<file path="src/rtl/dma_chan_seq.sv">
module dma_chan_seq #(
  parameter int AW = 28,
  parameter int DW = 16,
  parameter int CW = 24,
  parameter int BW = 8
) (
  input  logic          clk,
  input  logic          rst_n,
  input  logic          cfg_we,
  input  logic [2:0]    cfg_addr,
  input  logic [DW-1:0] cfg_wdata,
  output logic [DW-1:0] cfg_rdata,
  input  logic          trig,
  output logic          bus_req,
  output logic          bus_we,
  output logic [AW-1:0] bus_addr,
  output logic [DW-1:0] bus_wdata,
  input  logic [DW-1:0] bus_rdata,
  input  logic          bus_rdy,
  output logic          done
);
  localparam int HW = AW - DW;
  localparam int CH = CW - DW;
  localparam int NB = CW - BW;

  typedef enum logic [1:0] {S_IDLE, S_RD, S_WR} st_t;
  st_t st;

  logic [AW-1:0] src, dst, src0, dst0;
  logic [1:0]    sctl, dctl, mode;
  logic [CW-1:0] cnt;
  logic [BW-1:0] left;
  logic [DW-1:0] buf_q;
  logic          dual, dir, en, flag;

  wire blk      = mode == 2'b10;
  wire cnt_zero = blk ? (cnt[CW-1:BW] == '0) : (cnt == '0);
  wire go       = st == S_IDLE && en && flag && mode != 2'b11 && !cnt_zero;
  wire acc      = bus_req && bus_rdy;
  wire blk_end  = blk && left == BW'(1);
  wire last     = blk ? (cnt[CW-1:BW] == NB'(1)) : (cnt == CW'(1));
  wire fin      = (!blk || blk_end) && last;
  wire stop     = mode == 2'b00 || blk_end || fin;
  wire [CW-1:0] dec = blk ? (CW'(1) << BW) : CW'(1);

  assign bus_req   = st != S_IDLE;
  assign bus_we    = (st == S_WR) || (st == S_RD && !dual && dir);
  assign bus_addr  = (st == S_WR) ? dst : src;
  assign bus_wdata = buf_q;

  function automatic logic [AW-1:0] nxt(input logic [AW-1:0] a, input logic [1:0] c,
                                        input logic [AW-1:0] a0, input logic back);
    case (c)
      2'b00:   nxt = a;
      2'b01:   nxt = a - AW'(1);
      2'b10:   nxt = back ? a0 : a + AW'(1);
      default: nxt = a + AW'(1);
    endcase
  endfunction

  always_comb begin
    case (cfg_addr)
      3'd0:    cfg_rdata = src[DW-1:0];
      3'd1:    cfg_rdata = {{(DW-HW-2){1'b0}}, sctl, src[AW-1:DW]};
      3'd2:    cfg_rdata = dst[DW-1:0];
      3'd3:    cfg_rdata = {mode, dctl, dst[AW-1:DW]};
      3'd4:    cfg_rdata = cnt[DW-1:0];
      3'd5:    cfg_rdata = {dual, dir, {(DW-CH-2){1'b0}}, cnt[CW-1:DW]};
      3'd6:    cfg_rdata = {{(DW-1){1'b0}}, en};
      default: cfg_rdata = {{(DW-1){1'b0}}, flag};
    endcase
  end

  always_ff @(posedge clk or negedge rst_n) begin
    if (!rst_n) begin
      st <= S_IDLE;
      src <= '0; dst <= '0; src0 <= '0; dst0 <= '0;
      sctl <= '0; dctl <= '0; mode <= '0;
      cnt <= '0; left <= '0; buf_q <= '0;
      dual <= 1'b0; dir <= 1'b0; en <= 1'b0; flag <= 1'b0; done <= 1'b0;
    end else begin
      done <= 1'b0;
      if (cfg_we) begin
        case (cfg_addr)
          3'd0: src[DW-1:0] <= cfg_wdata;
          3'd1: begin src[AW-1:DW] <= cfg_wdata[HW-1:0]; sctl <= cfg_wdata[HW+1:HW]; end
          3'd2: dst[DW-1:0] <= cfg_wdata;
          3'd3: begin
            dst[AW-1:DW] <= cfg_wdata[HW-1:0];
            dctl <= cfg_wdata[HW+1:HW];
            mode <= cfg_wdata[DW-1:DW-2];
          end
          3'd4: cnt[DW-1:0] <= cfg_wdata;
          3'd5: begin cnt[CW-1:DW] <= cfg_wdata[CH-1:0]; dir <= cfg_wdata[DW-2]; dual <= cfg_wdata[DW-1]; end
          3'd6: begin
            en <= cfg_wdata[0];
            if (cfg_wdata[0] && !en) begin src0 <= src; dst0 <= dst; end
            if (!cfg_wdata[0]) st <= S_IDLE;
          end
          default: if (cfg_wdata[0]) flag <= 1'b0;
        endcase
      end
      if (go) begin
        flag <= 1'b0;
        left <= cnt[BW-1:0];
        st   <= S_RD;
      end
      if (trig) flag <= 1'b1;
      if (acc) begin
        if (st == S_RD) buf_q <= bus_rdata;
        if (st == S_RD && dual) st <= S_WR;
        else begin
          src  <= nxt(src, sctl, src0, blk_end);
          if (dual) dst <= nxt(dst, dctl, dst0, blk_end);
          left <= left - BW'(1);
          if (!blk || blk_end) cnt <= cnt - dec;
          st <= stop ? S_IDLE : S_RD;
          if (fin) begin en <= 1'b0; done <= 1'b1; end
        end
      end
    end
  end
endmodule


</file>
<file path="config.mk">
export PLATFORM = sky130hd
export DESIGN_NAME = dma_chan_seq
export DESIGN_NICKNAME = d
export VERILOG_FILES = /design/src/rtl/dma_chan_seq.sv
export SDC_FILE = /design/constraint.sdc
export NUM_CORES = 1
export LEC_CHECK = 0
export ABC_AREA = 1
export CAP_MARGIN = 15
export CORE_UTILIZATION = 55
export CTS_BUF_LIST = sky130_fd_sc_hd__clkbuf_16
export DETAILED_ROUTE_END_ITERATION = 10
export DONT_BUFFER_PORTS = 1
export PLACE_DENSITY_LB_ADDON = 0.2
export SLEW_MARGIN = 0
export SYNTH_ARGS = -nofsm -noshare
export SYNTH_HDL_FRONTEND = slang
export SYNTH_SLANG_ARGS = --single-unit
</file>
<file path="constraint.sdc">
create_clock -name clk -period 2.95 [get_ports clk]
set_input_delay 0.295 -clock clk [delete_from_list [all_inputs] [get_ports clk]]
set_output_delay 0.295 -clock clk [all_outputs]
set_load 0.01 [all_outputs]
</file>
==> impl_results.md <==
- Post-route DRC: 0
- DR vias: 14900
- CTS tree: yes
- Fin. max-slew vios: 0
- Final net count: 2088
- Internal cell power: 6.64 mW
- Asr flop ratio synth: 100%
- Largest net degree at the start of global routing: 174
- RSZ-0062 raised after global routing: no
- Standard-cell rows: 56
- Clk root buf: clkbuf_16
- Post-Syn Area: 13300 sq um
- CTS H-tree depth: 4
- Post-Layout Cell Count: 2365
- Seq pwr share: 33.4%
- TritonRoute pass-1 iters: 6
- Mapped Nets: 2113
- Data required time of the critical path: 2650 ps
- Die ar.: 24800 sq um
- # hold bufs at CTS: 18
- Synth warn: 0
- CP Data Arrival Time: 2450 ps
- Vias per inst: 6.29
- Worst Skew: 18.8 ps
- Synth cell types: 47
- CP max stage delay: 800 ps
- Reg clk slew, reported paths: 90 ps
- Ports: 103
- Total gr overflow: 0
- Most common cell after layout, fill and taps aside: nand2_1
- Setup TNS: 0 ps
- Register area: 4330 sq um
- Crit path cell chain: inv_1, or2_2, nand2_1, o21ai_0
- Min cycle time layout: 2740 ps
- Post-DRT Antenna Nets: 0
- EDFF count, synth: 0
- Slowest CP cell: or2_2
- Worst Hold Class: input port to asynchronous set/reset pin
- Startpoint Class: flip-flop
- First-pass GRT wire length: 82100 um
- Register bit total from synthesis: 173
- Crit-path max FO: 57
- Clock Tree Buf Depth: 2
- Gate Count Post-Synth: 2058
- CTS resizes: 0
- Post-CTS Setup Bufs: 0
- Gr usage total: 45.2%
- RD Place Congestion: 1.06
- Outcome: finished, violations left
- Wirelength, routed: 55300 um
- Antenna violations before repair: 1
- Routed len/inst: 23.4 um
- Max Freq: 0.364 GHz
- Period utilization: 93.0%
- Multi-input gate area: 7610 sq um
- Vias in the first global route: 13500
- Layout area overhead: 8.21%
- Share of cells above drive strength 1: 6.50%
- Vert. Die Dim: 157 um
- Placed cell count: 2315
- Syn Area/Cell: 6.45 sq um
- Initial Util: 56.4%
- Total CTS buffers: 17
- Worst slew margin relative to its limit: 29.0%
- Core region area: 23500 sq um
- Sequential share of the synthesized area: 32.6%
- CTS Sinks: 173
- Clk_lat worst skew: 460 ps
- Pleak: 6.67 nW
- Die Wd: 157 um
- Final Hold Vio Count: 173
- Power density cells: 1000 nW/um^2
- Worst-margin pin slew: 1070 ps
- Clk pwr share: 16.9%
- Top_reg_cell synth: dfrtp_1
- Sw Pwr: 7.79 mW
- CP Class: flip-flop to output port
- Crit path capture type: output port
- IO Port Bufs: 0
- Logic pwr share: 49.7%
- Setup violations, final: 0
- Fin Hold WS: -481 ps
- Number of max-cap violations: 0
- VDD IR max: 0.533 mV
- Switching share of power: 54.0%
- DPL Wire Length: 39900 um
- Failing checks: hold timing
- N_diodes: 0
- Number of fill cells: 2341
- DRT iter0 DRCs: 1863
- Most frequent cells in the layout: 592 x nand2_1, 239 x o21ai_0, 221 x inv_1, 174 x nand3_1, 173 x dfrtp_1
==> through the flow <==
| step | total power, mW | setup WS, ps | area (sq um) | utilization (%) | hold WS [ps] |
|---|---|---|---|---|---|
| after floorplan | 9.17 | 845 | 13300 | - | -0.591 |
| after global placement | 11.5 | 548 | 13600 | 57.6 | 2.56 |
| after detailed placement | 11.6 | 512 | 13600 | 57.6 | 3.09 |
| after CTS | 14.1 | 251 | 14400 | 61.0 | -474 |
| after global routing | 15.2 | 147 | 14400 | 61.0 | -484 |
| final | 14.4 | 205 | 14400 | 61.0 | -481 |
==> flip-flops by register name, indices dropped and copies added, names as in the netlist, 2 cells and up <==
register / flops
left: 8
dst: 28
dctl: 2
mode: 2
bus_wdata: 16
src: 28
sctl: 2
st: 2
cnt: 24
dst0: 28
src0: 28
==> Yosys cell counts (all sizes together), types with 16 or more instances <==
cell    instances  area [sq um]
a21oi          49           245
buf            26           141
clkbuf         77           290
dfrtp         173          4330
inv           234           878
mux2           16           180
nand2         595          2240
nand3         174           871
nand4          33           206
nor2          183           737
nor3           32           203
o211ai         34           255
o21ai         247          1240
o22ai          40           250
xor2           34           298
==> final timing paths <==
check	from	end	slack (ps)	depth (start not counted)
worst min-delay path	rst_n	dst0[21]$_DFFE_PN0P_	-480	0
worst min register to register	dst0[23]$_DFFE_PN0P_	dst0[23]$_DFFE_PN0P_	490	2
min in group clk	cfg_wdata[6]	cnt[6]$_DFF_PN0_	0	2
worst max register to register	src[0]$_DFFE_PN0P_	src[18]$_DFFE_PN0P_	410	15
max in group asynchronous	rst_n	src[8]$_DFFE_PN0P_	3080	0
worst max-delay path	st[1]$_DFFE_PN0P_	bus_addr[2]	210	4
==> cell families (layout without fill, tap and decap cells) <==
family                   count (synthesis)  after routing  share of synthesized area, %
flip-flops                             173            173                          32.6
multiplexers                            16             16                          1.36
XOR/XNOR                                37             37                          2.44
buffers and inverters                  345            333                          10.1
AND/OR/NAND/NOR                       1037           1037                          33.2
AO/OA/AOI/OAI                          435            435                          18.9
adder cells (fa/ha/maj)                 15             15                          1.41
==> power groups by stage <==
stage,Clock (mW),Combinational (mW),Sequential (mW)
global placement,0,6.80,4.74
finish,2.44,7.17,4.82
CTS,2.44,6.93,4.71
global route,2.53,7.80,4.89
floorplan,0,5.23,3.94
detailed placement,0,6.87,4.75
==> layout make-up <==
class                           instances  area share [%]
Clock inverter                         15            1.44
Tap cell                              319            2.78
Clock buffer                           17            2.96
Sequential cell                       173            30.1
Multi-Input combinational cell       1540            53.0
Inverter                              242            6.33
Timing Repair Buffer                   59            3.40
==> layer usage <==
metal	vias up	track usage, %	share of wire (%)
met5	-	0	0.018
li1	6765	-	-
met4	2	33.5	7.9
met1	6777	59.2	38
met3	256	9.86	12
met2	1077	65.4	42
==> critical path, delay by kind of cell, from the launching register on <==
kind	cells	cell delay, ps
buffers and inverters	1	90
AOI/OAI and AO/OA	1	370
DFF	1	410
and+or+nand+nor	2	1100
Power figures use the tool's default switching activity.
